### src/rtl/pcs_pkg.sv
package pcs_pkg;

  // Source chosen for the next fetch address
  typedef enum logic [1:0] {
    NXT_SEQ    = 2'd0,
    NXT_BRANCH = 2'd1,
    NXT_JUMP   = 2'd2
  } nxt_sel_e;

endpackage

### src/rtl/pcs_incrementer.sv
module pcs_incrementer #(
  parameter int ADDR_W = 32,
  parameter int STEP   = 4
) (
  input  logic [ADDR_W-1:0] pc_i,
  output logic [ADDR_W-1:0] sum_o
);

  localparam logic [ADDR_W-1:0] STEP_V = ADDR_W'(STEP);

  // Modulo-2^ADDR_W add; the carry out is dropped
  always_comb begin
    sum_o = pc_i + STEP_V;
  end

endmodule

### src/rtl/pcs_branch_target.sv
module pcs_branch_target #(
  parameter int ADDR_W = 32,
  parameter int OFF_W  = 16,
  parameter int SHIFT  = 2
) (
  input  logic [ADDR_W-1:0] base_i,
  input  logic [OFF_W-1:0]  offset_i,
  output logic [ADDR_W-1:0] tgt_o
);

  localparam int EXT_W = ADDR_W - OFF_W - SHIFT;

  logic [ADDR_W-1:0] disp;

  // Sign-extend the displacement and scale it to bytes
  always_comb begin
    disp  = {{EXT_W{offset_i[OFF_W-1]}}, offset_i, {SHIFT{1'b0}}};
    tgt_o = base_i + disp;
  end

endmodule

### src/rtl/pcs_jump_target.sv
module pcs_jump_target #(
  parameter int ADDR_W  = 32,
  parameter int UPPER_W = 4,
  parameter int SHIFT   = 2
) (
  input  logic [ADDR_W-1:0]                 base_i,
  input  logic [ADDR_W-UPPER_W-SHIFT-1:0]   field_i,
  output logic [ADDR_W-1:0]                 tgt_o
);

  // Keep the region bits of the base, replace the rest from the field
  always_comb begin
    tgt_o = {base_i[ADDR_W-1 -: UPPER_W], field_i, {SHIFT{1'b0}}};
  end

endmodule

### src/rtl/pcs_next_select.sv
module pcs_next_select
  import pcs_pkg::*;
(
  input  logic     branch_en_i,
  input  logic     jump_en_i,
  input  logic     zero_i,
  output nxt_sel_e sel_o
);

  // Jump has priority; a branch needs the equality flag
  always_comb begin
    if (jump_en_i) begin
      sel_o = NXT_JUMP;
    end else if (branch_en_i && zero_i) begin
      sel_o = NXT_BRANCH;
    end else begin
      sel_o = NXT_SEQ;
    end
  end

endmodule

### src/rtl/pc_sequencer.sv
module pc_sequencer
  import pcs_pkg::*;
#(
  parameter int              ADDR_W     = 32,
  parameter int              INSTR_W    = 32,
  parameter int              OFF_W      = 16,
  parameter int              UPPER_W    = 4,
  parameter int              STEP       = 4,
  parameter logic [31:0]     RESET_ADDR = 32'h0000_0000
) (
  input  logic                clk,
  input  logic                rst_n,
  input  logic [INSTR_W-1:0]  instr_word,
  input  logic                branch_en,
  input  logic                jump_en,
  input  logic                alu_zero,
  output logic [ADDR_W-1:0]   pc_q,
  output logic [ADDR_W-1:0]   pc_plus4
);

  localparam int SHIFT    = $clog2(STEP);
  localparam int JFIELD_W = ADDR_W - UPPER_W - SHIFT;
  localparam int EXT_W    = ADDR_W - OFF_W - SHIFT;

  logic [ADDR_W-1:0] pc_r;
  logic [ADDR_W-1:0] pc_nxt;
  logic [ADDR_W-1:0] seq_addr;
  logic [ADDR_W-1:0] br_addr;
  logic [ADDR_W-1:0] jmp_addr;
  nxt_sel_e          sel;
  logic              unused_opcode_bits;

  assign unused_opcode_bits = ^instr_word[INSTR_W-1:JFIELD_W];

  pcs_incrementer #(
    .ADDR_W (ADDR_W),
    .STEP   (STEP)
  ) u_inc (
    .pc_i  (pc_r),
    .sum_o (seq_addr)
  );

  pcs_branch_target #(
    .ADDR_W (ADDR_W),
    .OFF_W  (OFF_W),
    .SHIFT  (SHIFT)
  ) u_btgt (
    .base_i   (seq_addr),
    .offset_i (instr_word[OFF_W-1:0]),
    .tgt_o    (br_addr)
  );

  pcs_jump_target #(
    .ADDR_W  (ADDR_W),
    .UPPER_W (UPPER_W),
    .SHIFT   (SHIFT)
  ) u_jtgt (
    .base_i  (seq_addr),
    .field_i (instr_word[JFIELD_W-1:0]),
    .tgt_o   (jmp_addr)
  );

  pcs_next_select u_sel (
    .branch_en_i (branch_en),
    .jump_en_i   (jump_en),
    .zero_i      (alu_zero),
    .sel_o       (sel)
  );

  // Next-state process
  always_comb begin
    unique case (sel)
      NXT_JUMP:   pc_nxt = jmp_addr;
      NXT_BRANCH: pc_nxt = br_addr;
      default:    pc_nxt = seq_addr;
    endcase
  end

  // Register process: loads on every edge, no enable
  always_ff @(posedge clk or negedge rst_n) begin
    if (!rst_n) begin
      pc_r <= ADDR_W'(RESET_ADDR);
    end else begin
      pc_r <= pc_nxt;
    end
  end

  assign pc_q     = pc_r;
  assign pc_plus4 = seq_addr;


  seq_step_chk: assert property (@(posedge clk) disable iff (!rst_n)
    (!jump_en && !branch_en) |=> (pc_q == $past(pc_q) + ADDR_W'(STEP)));


  br_not_taken_chk: assert property (@(posedge clk) disable iff (!rst_n)
    (!jump_en && branch_en && !alu_zero) |=> (pc_q == $past(pc_plus4)));


  br_taken_chk: assert property (@(posedge clk) disable iff (!rst_n)
    (!jump_en && branch_en && alu_zero) |=>
      (pc_q == $past(pc_q) + ADDR_W'(STEP) +
        {{EXT_W{$past(instr_word[OFF_W-1])}}, $past(instr_word[OFF_W-1:0]), {SHIFT{1'b0}}}));


  jump_chk: assert property (@(posedge clk) disable iff (!rst_n)
    jump_en |=> ((pc_q[SHIFT-1:0] == '0) &&
                 (pc_q[SHIFT +: JFIELD_W] == $past(instr_word[JFIELD_W-1:0]))));


  jump_region_chk: assert property (@(posedge clk) disable iff (!rst_n)
    jump_en |=> (pc_q[ADDR_W-1 -: UPPER_W] == $past(pc_plus4[ADDR_W-1 -: UPPER_W])));


  zero_only_chk: assert property (@(posedge clk) disable iff (!rst_n)
    (!jump_en && !branch_en && alu_zero) |=> (pc_q == $past(pc_plus4)));

endmodule

### config.mk
export PLATFORM = sky130hd
export DESIGN_NAME = pc_sequencer
export DESIGN_NICKNAME = d
export VERILOG_FILES = /design/src/rtl/pcs_pkg.sv /design/src/rtl/pcs_incrementer.sv /design/src/rtl/pcs_branch_target.sv /design/src/rtl/pcs_jump_target.sv /design/src/rtl/pcs_next_select.sv /design/src/rtl/pc_sequencer.sv
export SDC_FILE = /design/constraint.sdc
export NUM_CORES = 1
export LEC_CHECK = 0
export BUFFER_PORTS_ARGS = -buffer_cell sky130_fd_sc_hd__buf_2
export CORE_MARGIN = 8
export CORE_UTILIZATION = 42
export DETAILED_ROUTE_END_ITERATION = 10
export PLACE_DENSITY = 0.67
export SETUP_SLACK_MARGIN = 0.4
export SLEW_MARGIN = 0
export SYNTH_ARGS = -nofsm -noshare
export SYNTH_HDL_FRONTEND = slang
export SYNTH_SLANG_ARGS = --single-unit
export TNS_END_PERCENT = 5
### constraint.sdc
create_clock -name clk -period 7.3 [get_ports clk]
set_input_delay 0 -clock clk [delete_from_list [all_inputs] [get_ports clk]]
set_output_delay 0 -clock clk [all_outputs]
set_load 0.03 [all_outputs]
Word level (Yosys, flattened, before mapping). Cells that the tools add are included.

Mux-type cells: 3. Add/subtract/negate cells: 2. Reductions and logical operators: 1. Eq/ne operators: 2.

Operators by type and width (count): case mux 32 bit (2 select lines) (1); adder 32 x 3 -> 32 bit, second input constant (1); adder 32 bit (1); == test 2 x 1 -> 1 bit, second input constant (1); == test 2 bit, second input constant (1); two-way mux 2 bit (1); logical AND 1 bit (1); two-way mux 1 bit (1).

Bits in registers: 32. Word-level logic and storage cells: 9. Input port bits: 37. Output and inout port bits: 64.

Logic depth before layout (Yosys ltp).
Word-level depth: 5. Gate-level depth with buffers: 16. Mapped depth without buffers: 16.

Cells and area by module. A second synthesis with hierarchy kept.

Cells, all modules: 500. Area, all modules: 4042.6 um^2.

By module, submodules not included: pcs_branch_target (area each 1764.2 um^2, cells an instance 237, sequential area each 0.0 um^2, instances 1); pc_sequencer (area each 1437.6 um^2, cells an instance 145, sequential area each 800.8 um^2, instances 1); pcs_incrementer (area each 580.6 um^2, cells an instance 83, sequential area each 0.0 um^2, instances 1); pcs_jump_target (area each 244.0 um^2, cells an instance 33, sequential area each 0.0 um^2, instances 1); pcs_next_select (area each 16.3 um^2, cells an instance 2, sequential area each 0.0 um^2, instances 1).

Worst setup path before layout. No wires, ideal clock.

Kind: reg-to-reg. Start: register pc_r[2] (netlist: pc_q[2]). End: register pc_r[31] (netlist: pc_q[31]). Stages on the path, launching flop included: 17. Library setup time: 0.153 ns. Period minus slack after synthesis: 4.121 ns. Arrival time: 3.969 ns. Path slack: 3.179 ns. Required time: 7.147 ns. Buffers on the path: 0. Cells stage by stage: dfrtp_1 -> ha_1 -> nand2_1 -> nor2_1 -> nand2_1 -> nor2_1 -> nand3_1 -> xnor2_1 -> ha_1 -> a21oi_1 -> o21ai_0 -> a211oi_1 -> nand4b_1 -> and3_1 -> or4_1 -> nand3_1 -> xnor2_1.

Cells in the longest elaborated chain, start to end: 3.

Ends and longest elaborated chain: start: declaration (line pc_sequencer.sv:25) `logic [ADDR_W-1:0] pc_r;`; start signal: assignment (line pc_sequencer.sv:82) `pc_r <= ADDR_W'(RESET_ADDR);`; start signal: assignment (line pc_sequencer.sv:84) `pc_r <= pc_nxt;`; adder 32 x 3 -> 32 bit (line pcs_incrementer.sv:13) `sum_o = pc_i + STEP_V;`; net pc_plus4[20] (line pc_sequencer.sv:18) `output logic [ADDR_W-1:0] pc_plus4`; adder 32 bit (line pcs_branch_target.sv:18) `tgt_o = base_i + disp;`; case mux 32 bit (2 select lines) (line pc_sequencer.sv:72) `unique case (sel)`; net pc_nxt[31] (line pc_sequencer.sv:26) `logic [ADDR_W-1:0] pc_nxt;`.

The timed path passes the listed nets, and every way through them passes these cells.

Worst setup path after layout.
Start: register pc_r[4] (netlist: pc_q[4]). End: register pc_r[31] (netlist: pc_q[31]).

Cells in the longest elaborated chain, start to end: 3.

Ends and longest elaborated chain (line): adder 32 x 3 -> 32 bit (*) (pcs_incrementer.sv:13); adder 32 bit (pcs_branch_target.sv:18); case mux 32 bit (2 select lines) (*) (pc_sequencer.sv:72); net pc_nxt[31] (pc_sequencer.sv:26).

Mark *: on every way through the listed nets, which the timed path passes. The rest lies on a longest branch.

==> run_summary.xml <==
<?xml version="1.0" encoding="UTF-8"?>
<metrics>
  <group name="outcome">
    <metric name="outcome" unit="">completed</metric>
  </group>
  <group name="synthesis">
    <metric name="post_synth_main_area_contributors" unit="">dfrtp_1 (21%), ha_1 (13%), xnor2_1 (7.8%)</metric>
    <metric name="synth.cell_area" unit="mm2">0.00349</metric>
    <metric name="postSynthAreaPerCell" unit="um2">7.94</metric>
    <metric name="synthFlopType" unit="">dfrtp_1</metric>
    <metric name="synthDominantAreaCellType" unit="">dfrtp_1</metric>
    <metric name="postSynth.asyncResetShare" unit="%">100</metric>
    <metric name="synth.ff_latch_count" unit="">30</metric>
    <metric name="share_of_synthesized_area_occupied_by_flip_flops_and_latches" unit="%">21.5</metric>
    <metric name="netlist-cell-type-count" unit="">57</metric>
    <metric name="synth_edf_count" unit="">0</metric>
    <metric name="syn_inst" unit="">440</metric>
    <metric name="share_of_yosys_cell_area_claimed_by_the_top_area_cell_type" unit="%">21.5</metric>
    <metric name="synth-warning-count" unit="">0</metric>
  </group>
  <group name="clock_network">
    <metric name="max-clock-path-buffers" unit="">2</metric>
    <metric name="clockRootBuffer" unit="">clkbuf_8</metric>
    <metric name="post_cts.resized_instances" unit="">0</metric>
    <metric name="latest_clock_arrival_within_the_worst_skew_pair" unit="ps">290</metric>
    <metric name="tritoncts" unit="">done</metric>
    <metric name="cts_setup_buffers" unit="">0</metric>
    <metric name="clk_pin_slew" unit="ps">70</metric>
    <metric name="cts_htree_levels" unit="">2</metric>
    <metric name="num_clock_sinks" unit="">30</metric>
    <metric name="ctsHoldBuffers" unit="">22</metric>
    <metric name="cts_inserted_buffers" unit="">5</metric>
  </group>
  <group name="power">
    <metric name="pwr_density_cell" unit="mW/mm2">241</metric>
    <metric name="power.ir.vdd_worst" unit="uV">112</metric>
    <metric name="p_leak" unit="nW">2.02</metric>
  </group>
  <group name="global_routing">
    <metric name="global_route.overflow_total" unit="">0</metric>
    <metric name="grt_pass1_wl" unit="um">18000</metric>
    <metric name="antenna_violations_before_repair" unit="">0</metric>
    <metric name="track_usage" unit="%">19.2</metric>
    <metric name="grt_start_max_net_pins" unit="">33</metric>
    <metric name="grt_pass1_vias" unit="">3650</metric>
  </group>
  <group name="min_path">
    <metric name="hold_class" unit="">primary input to flop</metric>
  </group>
  <group name="timing">
    <metric name="worst_pin_slew" unit="ps">955</metric>
    <metric name="final_number_of_hold_violating_endpoints" unit="">0</metric>
    <metric name="setup_violations" unit="">0</metric>
    <metric name="fin_skew" unit="ps">7.72</metric>
    <metric name="post-route-period-util" unit="%">58.9</metric>
    <metric name="relSlewSlack" unit="%">36.3</metric>
    <metric name="tns" unit="ps">0</metric>
    <metric name="timing.final.crit_period" unit="ps">4300</metric>
    <metric name="max_freq" unit="MHz">232</metric>
    <metric name="grt_setup_unrepaired" unit="">false</metric>
    <metric name="final-max-slew-violation-count" unit="">0</metric>
  </group>
  <group name="cells_and_area">
    <metric name="largest_register_ffs" unit="">30</metric>
    <metric name="areaGrowthSynthToFinish" unit="%">24.1</metric>
    <metric name="final_net_count" unit="">622</metric>
    <metric name="final_instance_area" unit="mm2">0.00434</metric>
    <metric name="antenna_cells" unit="">0</metric>
    <metric name="layout_cell_share_with_drive_strength_beyond_1" unit="%">20.9</metric>
  </group>
  <group name="die">
    <metric name="initial_standard_cell_utilization_of_the_core" unit="%">43.0</metric>
    <metric name="die_area" unit="mm2">0.0115</metric>
    <metric name="core_area" unit="mm2">0.00813</metric>
    <metric name="rows" unit="">33</metric>
    <metric name="die_h" unit="um">107</metric>
    <metric name="floorplan.die.width" unit="um">107</metric>
    <metric name="io_pins" unit="">101</metric>
  </group>
  <group name="detailed_routing">
    <metric name="route.detailed.vias_per_inst" unit="">5.55</metric>
    <metric name="drt-pass1-iter-count" unit="">4</metric>
    <metric name="detail_route.wirelength" unit="um">10900</metric>
    <metric name="first_iter_violations" unit="">222</metric>
    <metric name="detailroute.via_count" unit="">3630</metric>
    <metric name="detail_route.drc_violations" unit="">0</metric>
    <metric name="routed_wire_length_per_instance" unit="um">16.6</metric>
    <metric name="drtAntennaViolNets" unit="">0</metric>
  </group>
  <group name="placement">
    <metric name="gpl.final_weighted_congestion" unit="">0.889</metric>
    <metric name="placedInstanceArea" unit="mm2">0.00402</metric>
    <metric name="dp_hpwl" unit="um">8350</metric>
    <metric name="numPortBuffers" unit="">90</metric>
  </group>
  <group name="setup_path">
    <metric name="crit_path_start_kind" unit="">flop</metric>
    <metric name="path_max_fanout" unit="">6</metric>
    <metric name="worst_ep_arrival_time" unit="ps">4510</metric>
    <metric name="worst_ep_required_time" unit="ps">7510</metric>
    <metric name="category_of_the_most_critical_setup_path" unit="">flop to flop</metric>
    <metric name="setup.worst_path.end_class" unit="">flop</metric>
  </group>
  <group name="job">
    <metric name="max_cap_violations" unit="">0</metric>
  </group>
</metrics>
synth_stat cells (3+ instances only):
master / number
nand2_1: 46
a21oi_1: 42
ha_1: 36
nor2_1: 31
xnor2_1: 31
dfrtp_1: 30
nand3_1: 24
a21o_1: 21
o21ai_0: 18
xor2_1: 16
inv_1: 15
o21a_1: 12
clkbuf_1: 11
and3_1: 8
nor3_1: 7
a211oi_1: 6
mux2_2: 6
nand2b_1: 6
nand4_1: 6
a31oi_1: 5
buf_4: 4
o211ai_1: 4
or3_1: 4
a22oi_1: 3
mux2i_1: 3
o22ai_1: 3
o31ai_1: 3
cell type report:
type                    instances  area (um2)
repair buffers                113         678
clock inverters                 1        5.00
well taps                     105         131
clock buffers                   7        86.3
flip-flops and latches         30         751
inverters                      16        60.1
multi-input cells             382        2620
fillers                       791        3800
cell usage in the layout (no fill, tap or decap), types with 2 or more instances in the layout:
| master | n |
|---|---|
| o21bai_1 | 2 |
| a21oi_1 | 42 |
| ha_1 | 36 |
| o311ai_0 | 2 |
| buf_2 | 90 |
| o21a_1 | 12 |
| nand2b_1 | 6 |
| o31ai_1 | 3 |
| or3_1 | 4 |
| nor3_1 | 7 |
| xor2_1 | 16 |
| nand4_1 | 6 |
| xnor2_1 | 31 |
| o21ai_0 | 18 |
| nor4_1 | 2 |
| clkbuf_8 | 6 |
| dlygate4sd3_1 | 22 |
| o221a_2 | 2 |
| nand3_1 | 24 |
| and2b_1 | 2 |
| a22oi_1 | 3 |
| a2bb2oi_1 | 2 |
| inv_1 | 15 |
| o211ai_1 | 4 |
| and4_1 | 2 |
| nor2_1 | 31 |
| nand2_1 | 46 |
| mux2_2 | 6 |
| a31oi_1 | 5 |
| nor3b_1 | 2 |
| and3_1 | 8 |
| a21o_1 | 21 |
| o21ai_2 | 2 |
| mux2i_1 | 3 |
| a211oi_1 | 6 |
| conb_1 | 4 |
| dfrtp_1 | 30 |
| o22ai_1 | 3 |
critical path, stage by stage, from the launching register on:
cell and delay [ps]:
dfrtp_1 420, nand3_1 220, nor2_1 590, nand2_1 250, nor3b_1 330, xor2_1 320, ha_1 370, nand2_1 150
o21ai_0 140, a211oi_1 350, nand4b_1 180, and3_1 210, or4_1 470, nand3_1 110, xnor2_1 120
path summary, 6_finish.rpt:
| check | slack (ps) | start | to | cells past startpoint |
|---|---|---|---|---|
| worst max-delay path | 3000 | pc_q[4]$_DFF_PN0_ | pc_q[31]$_DFF_PN0_ | 14 |
| worst min-delay path | 80 | instr_word[14] | pc_q[16]$_DFF_PN0_ | 3 |
| worst max register to register | 3000 | pc_q[4]$_DFF_PN0_ | pc_q[31]$_DFF_PN0_ | 14 |
| worst min register to register | 630 | pc_q[31]$_DFF_PN0_ | pc_q[31]$_DFF_PN0_ | 2 |
| max in group asynchronous | 6540 | rst_n | pc_q[29]$_DFF_PN0_ | 2 |
| min in group asynchronous | 290 | rst_n | pc_q[8]$_DFF_PN0_ | 2 |
per-stage QoR:
stage               utilization [%]  worst slack [ps]  hold WS, ps  cells  total power, mW
floorplan                         -              3180         -296    443            0.721
global placement               49.5              3200         92.1    624            0.874
detailed placement             49.5              3140         98.5    624            0.883
CTS                            53.3              3090         67.8    654             1.05
global route                   53.3              2670         89.3    654             1.12
finish                         53.3              3000         78.9    654             1.04
power breakdown:
group / internal [mW] / switching (mW)
registers: 0.197 / 0.0340
clock network: 0.0762 / 0.0719
logic: 0.241 / 0.423
total: 0.514 / 0.529
cells by family (layout without fill, tap and decap cells):
group                    count (synthesis)  count (layout)  share of synthesized area, %
buffers and inverters                   31             137                          3.76
multiplexers                             9               9                          2.79
other                                    1               4                         0.107
flip-flops                              30              30                          21.5
XOR/XNOR                                47              47                          11.8
AO/OA/AOI/OAI                          137             137                          26.1
AND/OR/NAND/NOR                        148             148                          20.5
adder cells (fa/ha/maj)                 37              37                          13.5
metal layers:
layer	share of wire (%)	track usage, %
met2	44	30.0
met1	46	25.2
met4	2.2	5.83
met3	8.1	4.92
met5	0	0
(Power assumes the default switching activity.)
